File: src/rtl/ring_fifo_pkg.sv
package ring_fifo_pkg;
    localparam int unsigned DEF_DEPTH = 8;
    localparam int unsigned DEF_WIDTH = 8;

    typedef struct packed {
        logic empty;
        logic full;
    } ring_level_t;
endpackage

File: src/rtl/ring_ptr.sv
module ring_ptr #(
    parameter int unsigned DEPTH = 8
) (
    input  logic             clk,
    input  logic             rst_n,
    input  logic             adv_i,
    output logic [DEPTH-1:0] oh_o,
    output logic             lap_o
);
    localparam logic [DEPTH-1:0] HOME = DEPTH'(1);

    typedef struct packed {
        logic [DEPTH-1:0] oh;
        logic             lap;
    } ptr_t;

    ptr_t s_d, s_q;

    always_comb begin
        s_d = s_q;
        if (adv_i) begin
            s_d.oh = {s_q.oh[DEPTH-2:0], s_q.oh[DEPTH-1]};
            if (s_q.oh[DEPTH-1]) begin
                s_d.lap = ~s_q.lap;
            end
        end
    end

    always_ff @(posedge clk) begin
        if (!rst_n) begin
            s_q.oh  <= HOME;
            s_q.lap <= 1'b0;
        end else begin
            s_q <= s_d;
        end
    end

    assign oh_o  = s_q.oh;
    assign lap_o = s_q.lap;
endmodule

File: src/rtl/ring_store.sv
module ring_store #(
    parameter int unsigned DEPTH = 8,
    parameter int unsigned WIDTH = 8
) (
    input  logic             clk,
    input  logic             wr_en_i,
    input  logic [DEPTH-1:0] wr_sel_i,
    input  logic [WIDTH-1:0] wr_data_i,
    input  logic [DEPTH-1:0] rd_sel_i,
    output logic [WIDTH-1:0] rd_data_o
);
    logic [WIDTH-1:0] word_q [DEPTH];

    for (genvar g = 0; g < DEPTH; g++) begin : g_word
        always_ff @(posedge clk) begin
            if (wr_en_i && wr_sel_i[g]) begin
                word_q[g] <= wr_data_i;
            end
        end
    end

    always_comb begin
        rd_data_o = '0;
        for (int i = 0; i < DEPTH; i++) begin
            if (rd_sel_i[i]) begin
                rd_data_o = rd_data_o | word_q[i];
            end
        end
    end
endmodule

File: src/rtl/ring_fifo.sv
module ring_fifo
    import ring_fifo_pkg::*;
#(
    parameter int unsigned DEPTH = DEF_DEPTH,
    parameter int unsigned WIDTH = DEF_WIDTH
) (
    input  logic             clk,
    input  logic             rst_n,
    input  logic             push_i,
    input  logic [WIDTH-1:0] push_data_i,
    input  logic             pop_i,
    output logic [WIDTH-1:0] pop_data_o,
    output logic             empty_o,
    output logic             full_o,
    output logic             underflow_o,
    output logic             overflow_o
);
    typedef struct packed {
        logic [WIDTH-1:0] dout;
        logic             uflow;
        logic             oflow;
    } ctl_t;

    ctl_t        c_d, c_q;
    ring_level_t lvl;

    logic [DEPTH-1:0] wr_oh, rd_oh;
    logic             wr_lap, rd_lap;
    logic             same_slot;
    logic             push_ok, pop_ok;
    logic [WIDTH-1:0] rd_word;

    // Positions coincide when the rings share their set bit.
    assign same_slot = |(wr_oh & rd_oh);
    assign lvl.empty = same_slot && (wr_lap == rd_lap);
    assign lvl.full  = same_slot && (wr_lap != rd_lap);

    assign push_ok = push_i && !lvl.full;
    assign pop_ok  = pop_i && !lvl.empty;

    ring_ptr #(.DEPTH(DEPTH)) u_wr_ptr (
        .clk   (clk),
        .rst_n (rst_n),
        .adv_i (push_ok),
        .oh_o  (wr_oh),
        .lap_o (wr_lap)
    );

    ring_ptr #(.DEPTH(DEPTH)) u_rd_ptr (
        .clk   (clk),
        .rst_n (rst_n),
        .adv_i (pop_ok),
        .oh_o  (rd_oh),
        .lap_o (rd_lap)
    );

    ring_store #(.DEPTH(DEPTH), .WIDTH(WIDTH)) u_store (
        .clk       (clk),
        .wr_en_i   (push_ok),
        .wr_sel_i  (wr_oh),
        .wr_data_i (push_data_i),
        .rd_sel_i  (rd_oh),
        .rd_data_o (rd_word)
    );

    always_comb begin
        c_d = c_q;
        if (pop_i) begin
            c_d.dout = pop_ok ? rd_word : '0;
        end
        if (pop_i && lvl.empty) begin
            c_d.uflow = 1'b1;
        end
        if (push_i && lvl.full) begin
            c_d.oflow = 1'b1;
        end
    end

    always_ff @(posedge clk) begin
        if (!rst_n) begin
            c_q <= '0;
        end else begin
            c_q <= c_d;
        end
    end

    assign pop_data_o  = c_q.dout;
    assign underflow_o = c_q.uflow;
    assign overflow_o  = c_q.oflow;
    assign empty_o     = lvl.empty;
    assign full_o      = lvl.full;
endmodule

File: config.mk
export PLATFORM = sky130hd
export DESIGN_NAME = ring_fifo
export DESIGN_NICKNAME = d
export VERILOG_FILES = /design/src/rtl/ring_fifo_pkg.sv /design/src/rtl/ring_ptr.sv /design/src/rtl/ring_store.sv /design/src/rtl/ring_fifo.sv
export SDC_FILE = /design/constraint.sdc
export NUM_CORES = 1
export LEC_CHECK = 0
export ABC_AREA = 1
export ABC_CLOCK_PERIOD_IN_PS = 1600
export BUFFER_PORTS_ARGS = -buffer_cell sky130_fd_sc_hd__buf_2
export CAP_MARGIN = 20
export CORE_MARGIN = 5
export CORE_UTILIZATION = 40
export DETAILED_ROUTE_END_ITERATION = 16
export PLACE_DENSITY_LB_ADDON = 0.1
export SLEW_MARGIN = 20
export SYNTH_ARGS = -nofsm -noshare
export SYNTH_HDL_FRONTEND = slang
export SYNTH_SLANG_ARGS = --single-unit
File: constraint.sdc
create_clock -name clk -period 1.6 [get_ports clk]
set_input_delay 0.32 -clock clk [delete_from_list [all_inputs] [get_ports clk]]
set_output_delay 0.32 -clock clk [all_outputs]
set_load 0.05 [all_outputs]
==> flow_metrics.env, run 1 <==
export IMPL_routed_wl_um=7700
export IMPL_tightestPinTransition_ps=569
export IMPL_cts_tree="yes"
export IMPL_synth_area_leaders="edfxtp_1 55%, dfxtp_1 16%, nand2_1 11%"
export IMPL_synthXorXnorAreaFrac_pct=0.462
export IMPL_port_buffers=23
export IMPL_layout_commonest_cell="nand2_1"
export IMPL_num_vias=2367
export IMPL_path_class="reg -> out"
export IMPL_synthesis_nets=341
export IMPL_clockRootBuffer="clkbuf_8"
export IMPL_multi_input_area_um2=895
export IMPL_fin_skew_ps=14.9
export IMPL_dpl_cell_area_mm2=0.00386
export IMPL_num_io_pins=24
export IMPL_min_period_over_period_pct=104
export IMPL_die_area_mm2=0.0108
export IMPL_initial_core_util_pct=40.7
export IMPL_clock_latency_ps=350
export IMPL_final_max_slew_viol_count=0
export IMPL_syn2layout_area_growth_pct=17.2
export IMPL_drc_errors=0
export IMPL_grt_pass1_vias=2242
export IMPL_firstDrtPassIters=6
export IMPL_clockBufferDepth=2
export IMPL_yosysTopAreaCell="edfxtp_1"
export IMPL_grt_antenna_before_repair=0
export IMPL_ys_seq_elements=92
export IMPL_fin_crit_ps=1670
export IMPL_cap_violations=0
export IMPL_hold_viol_final=0
export IMPL_wl_per_cell_um=15.8
export IMPL_fill_cells=817
export IMPL_stdcell_area_mm2=0.00413
export IMPL_finalNonFillerCells=486
export IMPL_cts_buffers=9
export IMPL_drtIter0Drc=126
export IMPL_worstPathRequired_ps=1280
export IMPL_fin_util_pct=47.8
export IMPL_worst_path_max_fanout=2
export IMPL_seq_area_mm2=0.00249
export IMPL_overflow=0
export IMPL_yosys_mux_area_fraction_pct=0
export IMPL_diodes=0
export IMPL_viasPerCell=4.87
export IMPL_leakage_uw=0.00163
export IMPL_cp_start_kind="register"
export IMPL_drive_gt1_share_pct=23.8
export IMPL_clk_pin_slew_worst_paths_ps=90
export IMPL_status="finished with violations"
export IMPL_synth_cell_types=22
export IMPL_cts_hold_fix_buffers=0
export IMPL_fp_dieW_um=104
export IMPL_critPathArrivalTime_ps=1350
export IMPL_yosysSeqAreaShare_pct=70.6
export IMPL_fmax_mhz=599
export IMPL_grt_max_degree=17
export IMPL_ant_nets=0
export IMPL_die_h_um=104
export IMPL_grtUsageTotal_pct=14.7
export IMPL_avgSynthCellArea_um2=10.7
export IMPL_cp_end_kind="primary output"
export IMPL_ys_warnings_count=0
export IMPL_slew_headroom_pct=62.0
export IMPL_num_rows=34
export IMPL_cts_sinks=92
export IMPL_core_area_mm2=0.00864
export IMPL_dp_hpwl_um=5420
export IMPL_hp_class="in -> reg"
export IMPL_violations="negative setup slack"
export IMPL_most_common_layout_cells="106 x nand2_1, 64 x edfxtp_1, 32 x nand3_1"
export IMPL_synth_cells=329
export IMPL_synthAdderAreaFrac_pct=0
export IMPL_power_density_mw_per_mm2=1130
export IMPL_nets=385
export IMPL_post_place_cells=464
export IMPL_place_congestion=0.829
export IMPL_setup_viol=2
export IMPL_rsz0062_at_grt="true"
export IMPL_fin_ws_ps=-69.8
export IMPL_synth_top_area_share_pct=54.6
export IMPL_yosys_area_share_simple_pct=20.8
export IMPL_synth_compound_area_share_pct=3.77
export IMPL_synth_top_family_by_area="simple AND/OR/NAND/NOR gates"
export IMPL_syn_area_mm2=0.00352
export IMPL_grt_pass1_wl_um=12300
export IMPL_h_tree_depth=3
export IMPL_max_vdd_ir_drop_uv=470
[layer usage]
layer  global-route usage (%)  part of all wire [%]  up-vias
met5                        0                     0        -
met2                     19.7                    42       82
met4                     4.16                  0.70        0
li1                         -                     -     1187
met1                     23.0                    48     1094
met3                     4.10                   8.8        4
[Yosys cell counts]
cell type,instances
inv_1,17
clkbuf_1,2
nand2_4,1
dfxtp_1,28
xnor2_2,1
buf_1,2
nand2_1,107
buf_6,2
nand2_2,2
clkinv_1,1
edfxtp_1,64
nand3_2,1
nor2_1,26
inv_2,3
o21a_1,1
buf_2,8
nand3_1,33
nand3b_1,1
nand4_1,4
a21oi_1,18
o21ai_0,1
o21ai_1,6
[repair_timing]
item,4_1_cts,5_1_grt
pin swaps,5,4
gates resized for setup,18,11
setup endpoints to repair,43,61
setup buffers,6,0
[cell families after synthesis]
kind of cell,after synthesis
xor gates and xnor gates,1
and+or+nand+nor,175
DFF,92
buffers and inverters,35
AOI/OAI and AO/OA,26
[report_power, final]
part	switching (uW)	leakage (uW)	internal (uW)	total, uW
Sequential	33.1	0.000813	2620	2660
Combinational	434	0.000730	194	628
Clock	824	0.0000842	566	1390
Total	1290	0.00163	3380	4670
[state kept, by name, indices dropped and copies added, names as in the netlist]
register,count
u_store.word_q,64
pop_data_o,8
u_rd_ptr.oh_o,8
u_wr_ptr.oh_o,8
overflow_o,1
u_rd_ptr.lap_o,1
u_wr_ptr.lap_o,1
underflow_o,1
[worst max-delay path, stage by stage, from the launching register on]
cell and delay (ps):
dfxtp_2 330, nand2_1 50, nand2_1 60, nor2_1 150, nand2_2 100, nand2_2 110, inv_2 50, buf_8 140
[metrics by stage]
stage / TNS, ps / power, uW / hold slack [ps] / worst slack (ps)
finish: -108 / 4670 / 258 / -69.8
global placement: -657 / 3310 / 436 / -50.8
global route: -640 / 4890 / 262 / -152
CTS: -105 / 4710 / 248 / -64.4
floorplan: 0 / 3110 / 419 / 152
detailed placement: -894 / 3310 / 448 / -41.7
[final timing paths]
kind	startpoint	end	slack [ps]	cells after the start
worst min register to register	overflow_o$_SDFFE_PN0P_	overflow_o$_SDFFE_PN0P_	450	2
worst max-delay path	u_wr_ptr.oh_o[5]$_SDFFE_PN0P_	empty_o	-70	7
worst min-delay path	push_data_i[1]	u_store.word_q[1][9]$_DFFE_PP_	260	1
worst max register to register	u_wr_ptr.oh_o[5]$_SDFFE_PN0P_	u_store.word_q[0][25]$_DFFE_PP_	70	9
[area by class of cell]
| type | instances | area share [%] |
|---|---|---|
| clock inverters | 6 | 0.971 |
| repair buffers | 47 | 8.55 |
| flip-flops and latches | 92 | 60.4 |
| clock buffers | 10 | 3.09 |
| well taps | 108 | 3.28 |
| multi-input cells | 202 | 21.7 |
| inverters | 21 | 1.97 |
(Power assumes the default switching activity.)
==> inputs of run 2 (changes only) <==
--- a/config.mk
+++ b/config.mk
@@ -12,7 +12,7 @@
 export CORE_MARGIN = 5
 export CORE_UTILIZATION = 40
 export DETAILED_ROUTE_END_ITERATION = 16
-export PLACE_DENSITY_LB_ADDON = 0.1
+export PLACE_DENSITY = 0.62
 export SLEW_MARGIN = 20
 export SYNTH_ARGS = -nofsm -noshare
 export SYNTH_HDL_FRONTEND = slang
==> run 2 against run 1 <==
The run still ends with negative setup slack left; critical path depth stayed put; sequential power hardly changed; fmax grew 0.61%; flip-flop and latch count unchanged; critical endpoint is now full_o.
==> flow_metrics.env, run 2 (synthesized netlist as in run 1, its figures left out) <==
export IMPL_status="finished with violations"
export IMPL_violations="negative setup slack"
export IMPL_cp_top_family="simple AND/OR/NAND/NOR gates"
export IMPL_dp_hpwl_um=5240
export IMPL_worstPathRequired_ps=1280
export IMPL_tightestPinTransition_ps=357
export IMPL_worst_path_max_fanout=3
export IMPL_hp_class="in -> reg"
export IMPL_rsz0062_at_grt="true"
export IMPL_worst_path_max_delay_cell="dfxtp_2"
export IMPL_cts_tree="yes"
export IMPL_fin_skew_ps=10.8
export IMPL_syn2layout_area_growth_pct=18.2
export IMPL_die_area_mm2=0.0108
export IMPL_min_period_over_period_pct=104
export IMPL_firstDrtPassIters=4
export IMPL_viasPerCell=4.86
export IMPL_path_buf_inv=2
export IMPL_h_tree_depth=3
export IMPL_largest_register="u_store.word_q"
export IMPL_final_max_slew_viol_count=0
export IMPL_crit_chain="nand2_1 -> nand2_1 -> nor2_1 -> nand2_2 -> nand2_4 -> inv_4 -> buf_8"
export IMPL_fmax_mhz=603
export IMPL_clock_latency_ps=360
export IMPL_diodes=0
export IMPL_fin_ws_ps=-59.7
export IMPL_routed_wl_um=7610
export IMPL_grt_max_degree=16
export IMPL_most_common_layout_cells="106 x nand2_1, 64 x edfxtp_1, 31 x nand3_1"
export IMPL_power_density_mw_per_mm2=1160
export IMPL_cp_common_cell="nand2_1"
export IMPL_cp_slowest_stage_delay_ps=340
export IMPL_wl_per_cell_um=15.8
export IMPL_max_vdd_ir_drop_uv=745
export IMPL_fin_crit_ps=1660
export IMPL_layout_commonest_cell="nand2_1"
export IMPL_die_h_um=104
export IMPL_grtUsageTotal_pct=14.6
export IMPL_reg2reg_depth=9
export IMPL_largest_reg_flops=64
export IMPL_drc_errors=0
export IMPL_cp_end_kind="primary output"
export IMPL_hold_viol_final=0
export IMPL_leakage_uw=0.00162
export IMPL_fp_dieW_um=104
export IMPL_clockBufferDepth=2
export IMPL_overflow=0
export IMPL_place_congestion=0.846
export IMPL_hold_ws_ps=244
export IMPL_cts_buffers=9
export IMPL_pre_cts_ws_ps=-64.2
export IMPL_ant_nets=0
export IMPL_slew_headroom_pct=76.2
export IMPL_nets=382
export IMPL_cp_start_kind="register"
export IMPL_grt_antenna_before_repair=0
export IMPL_num_vias=2349
export IMPL_critPathArrivalTime_ps=1340
export IMPL_cts_sinks=92
export IMPL_hold_depth=1
export IMPL_drive_gt1_share_pct=23.7
export IMPL_num_rows=34
export IMPL_drtIter0Drc=123
export IMPL_cap_violations=0
export IMPL_critical_path_cell_count=7
export IMPL_clockRootBuffer="clkbuf_8"
export IMPL_initial_core_util_pct=40.7
export IMPL_core_area_mm2=0.00864
export IMPL_clk_pin_slew_worst_paths_ps=90
export IMPL_grt_pass1_vias=2307
export IMPL_setup_viol=2
export IMPL_port_buffers=23
export IMPL_num_io_pins=24
export IMPL_grt_pass1_wl_um=12300
export IMPL_path_class="reg -> out"
export IMPL_cts_hold_fix_buffers=0
## run 2: cell count changes in the layout (fill, tap and decap cells not counted), sizes merged
cell,previous run,this run
bufinv,0,1
clkinvlp,1,3
clkbuf,10,9
inv,21,19
buf,47,44
## run 2: what timing repair did
| action | CTS | global route |
|---|---|---|
| gates resized for setup | 15 | 21 |
| buffers inserted | 4 | 3 |
| setup endpoints to repair | 42 | 53 |
| pin swaps | 5 | 4 |
## run 2: final timing paths
kind | from | to | slack, ps
setup reg to reg | u_wr_ptr.oh_o[3]$_SDFFE_PN0P_ | u_store.word_q[1][21]$_DFFE_PP_ | 20
setup / recovery | u_wr_ptr.oh_o[3]$_SDFFE_PN0P_ | full_o | -60
hold reg to reg | overflow_o$_SDFFE_PN0P_ | overflow_o$_SDFFE_PN0P_ | 450
hold / removal | push_data_i[6] | u_store.word_q[0][14]$_DFFE_PP_ | 240
## run 2: stage by stage
stage                     utilization [%]  std cells  setup TNS (ps)  power, uW  area, um2
after global routing                 48.2        483           -1430       5010       4160
after floorplan                         -        329               0       3110       3520
after detailed placement             44.4        460           -1480       3310       3830
after global placement               44.4        460            -279       3300       3830
after CTS                            47.3        480           -66.7       4820       4090
final                                48.2        483            -103       4810       4160
## run 2: worst reg2reg max path, cell delays in order (launching register included)
cell and delay, ps:
dfxtp_2 340, nand2_1 60, nand2_1 50, nor2_1 120, nand2_2 120, nand2_4 110, buf_4 140, nand3_1 120
inv_2 100, buf_12 130
## run 2: power by group
group	leakage (uW)	switching [uW]	internal, uW
logic	0.000710	441	202
clock network	0.0000926	800	713
registers	0.000814	34.5	2620
## run 2: layer usage
layer,vias to the layer above,part of all wire [%],track usage (%)
met2,46,46,22.1
met5,-,0,0
li1,1183,-,-
met4,0,0.88,4.72
met3,8,5.4,3.61
met1,1112,47,20.6
## run 2: layout make-up
class | count | area [um2]
Clock inverter | 7 | 67.6
Multi-Input combinational cell | 202 | 916
Inverter | 21 | 95.1
Tap cell | 108 | 135
Timing Repair Buffer | 44 | 330
Sequential cell | 92 | 2490
Fill cell | 789 | 4480
Clock buffer | 9 | 124
==> inputs of run 3 (changes only) <==
--- a/config.mk
+++ b/config.mk
@@ -13,6 +13,7 @@
 export CORE_UTILIZATION = 40
 export DETAILED_ROUTE_END_ITERATION = 16
 export PLACE_DENSITY = 0.62
+export SETUP_SLACK_MARGIN = 0.3
 export SLEW_MARGIN = 20
 export SYNTH_ARGS = -nofsm -noshare
 export SYNTH_HDL_FRONTEND = slang
==> run 3 against run 2 <==
Count of clock-buffer cells in the layout is 1 higher; via count is 5.2% higher; flip-flop and latch count stayed put; final area is 14% higher; sequential power hardly changed; critical path depth stayed put; sequential share of layout area is 6.9 points lower; combinational power is 40% higher; the flow still finishes with violations (negative setup slack); cell count is 2.5% higher; worst hold slack better by 18 ps; routed wire length is 13% higher.
==> flow_metrics.env, run 3 (synthesized netlist as in run 1, its figures left out) <==
export IMPL_status="finished with violations"
export IMPL_violations="negative setup slack"
export IMPL_routed_wl_um=8590
export IMPL_cap_violations=0
export IMPL_viasPerCell=4.99
export IMPL_cts_buffers=9
export IMPL_critPathArrivalTime_ps=1400
export IMPL_multi_input_area_mm2=0.00126
export IMPL_cp_end_kind="primary output"
export IMPL_fin_skew_ps=10.2
export IMPL_largest_reg_flops=64
export IMPL_leakage_uw=0.00178
export IMPL_setup_viol=18
export IMPL_initial_core_util_pct=40.7
export IMPL_rsz0062_at_grt="true"
export IMPL_syn2layout_area_growth_pct=35.0
export IMPL_wl_per_cell_um=17.3
export IMPL_firstDrtPassIters=4
export IMPL_overflow=0
export IMPL_die_h_um=104
export IMPL_seq_area_mm2=0.00252
export IMPL_hp_class="in -> reg"
export IMPL_layout_commonest_cell="nand2_1"
export IMPL_fill_cells=699
export IMPL_tightestPinTransition_ps=599
export IMPL_core_area_mm2=0.00864
export IMPL_grt_pass1_vias=2369
export IMPL_fin_crit_ps=1720
export IMPL_die_area_mm2=0.0108
export IMPL_ant_nets=0
export IMPL_num_vias=2472
export IMPL_dp_hpwl_um=5210
export IMPL_cts_sinks=92
export IMPL_fp_dieW_um=104
export IMPL_clock_latency_ps=350
export IMPL_max_vdd_ir_drop_uv=429
export IMPL_grt_max_degree=17
export IMPL_port_buffers=23
export IMPL_drive_gt1_share_pct=42.1
export IMPL_slew_headroom_pct=60.0
export IMPL_fmax_mhz=581
export IMPL_path_class="reg -> out"
export IMPL_power_density_mw_per_mm2=1080
export IMPL_final_max_slew_viol_count=0
export IMPL_worst_path_max_fanout=2
export IMPL_diodes=0
export IMPL_tns_ps=-1710
export IMPL_min_period_over_period_pct=108
export IMPL_finalNonFillerCells=495
export IMPL_post_place_cells=457
export IMPL_hold_viol_final=0
export IMPL_drtIter0Drc=153
export IMPL_worstPathRequired_ps=1280
export IMPL_fin_ws_ps=-122
export IMPL_num_io_pins=24
export IMPL_clockRootBuffer="clkbuf_8"
export IMPL_clk_pin_slew_worst_paths_ps=90
export IMPL_drc_errors=0
export IMPL_grt_pass1_wl_um=13200
export IMPL_cts_tree="yes"
export IMPL_cp_start_kind="register"
export IMPL_place_congestion=0.820
export IMPL_fin_util_pct=55.0
export IMPL_num_rows=34
export IMPL_nets=394
export IMPL_cts_hold_fix_buffers=0
export IMPL_grt_antenna_before_repair=0
export IMPL_grtUsageTotal_pct=15.6
export IMPL_clockBufferDepth=2
export IMPL_most_common_layout_cells="90 x nand2_1, 64 x edfxtp_1, 21 x buf_4"
export IMPL_h_tree_depth=3
export IMPL_largest_register="u_store.word_q"
[run 3: cell type report]
class / count / share of cell area [%]
clock inverter: 6 / 1.48
tap: 108 / 2.85
multi-input combinational: 203 / 26.6
inverter: 21 / 3.06
sequential: 92 / 53.0
timing repair buffer: 55 / 10.3
clock buffer: 10 / 2.69
[run 3: final timing paths]
kind / start / end / slack (ps) / cells past startpoint
min reg2reg: overflow_o$_SDFFE_PN0P_ / overflow_o$_SDFFE_PN0P_ / 450 / 2
max reg2reg: u_rd_ptr.oh_o[1]$_SDFFE_PN0P_ / u_rd_ptr.oh_o[1]$_SDFFE_PN0P_ / -120 / 14
min: push_data_i[0] / u_store.word_q[0][24]$_DFFE_PP_ / 260 / 1
max: u_wr_ptr.oh_o[1]$_SDFFE_PN0P_ / empty_o / -120 / 7
[run 3: per-layer routing]
layer / vias to the layer above / global-route usage, % / routed length (um)
li1: 1210 / - / -
met1: 1184 / 22.3 / 3910
met2: 69 / 23.7 / 4160
met3: 9 / 3.67 / 440
met4: 0 / 4.35 / 76
met5: - / 0 / 0
[run 3: metrics by stage]
stage / cell area (um2) / power (uW) / setup slack (ps) / hold slack [ps]
global route: 4750 / 5310 / -200 / 266
detailed placement: 3790 / 3310 / 31.1 / 442
CTS: 4420 / 4990 / -154 / 252
floorplan: 3530 / 3110 / 221 / 419
finish: 4750 / 5120 / -122 / 262
global placement: 3790 / 3300 / 59.6 / 440
[run 3: power by group]
part / total (uW) / leakage (uW) / switching (uW) / internal (uW)
Clock: 1560 / 0.0000895 / 828 / 734
Combinational: 900 / 0.000872 / 568 / 331
Sequential: 2660 / 0.000818 / 40.2 / 2620
Total: 5120 / 0.00178 / 1440 / 3690
[run 3: worst max-delay path, cell delays in order, from the launching register on]
cell and delay (ps):
dfxtp_4 360, nand2_2 60, nand2_2 60, nor2_2 120, nand2_2 110, nand2_4 100
clkinvlp_4 100, buf_8 150
[run 3: repair_timing]
| action | in CTS | in global routing |
|---|---|---|
| hold endpoints to repair | 0 | 0 |
| endpoints found under the setup margin | 84 | 100 |
| resized for setup | 80 | 75 |
| setup buffers | 12 | 8 |
| pin swaps | 13 | 29 |
| gates cloned | 2 | 0 |
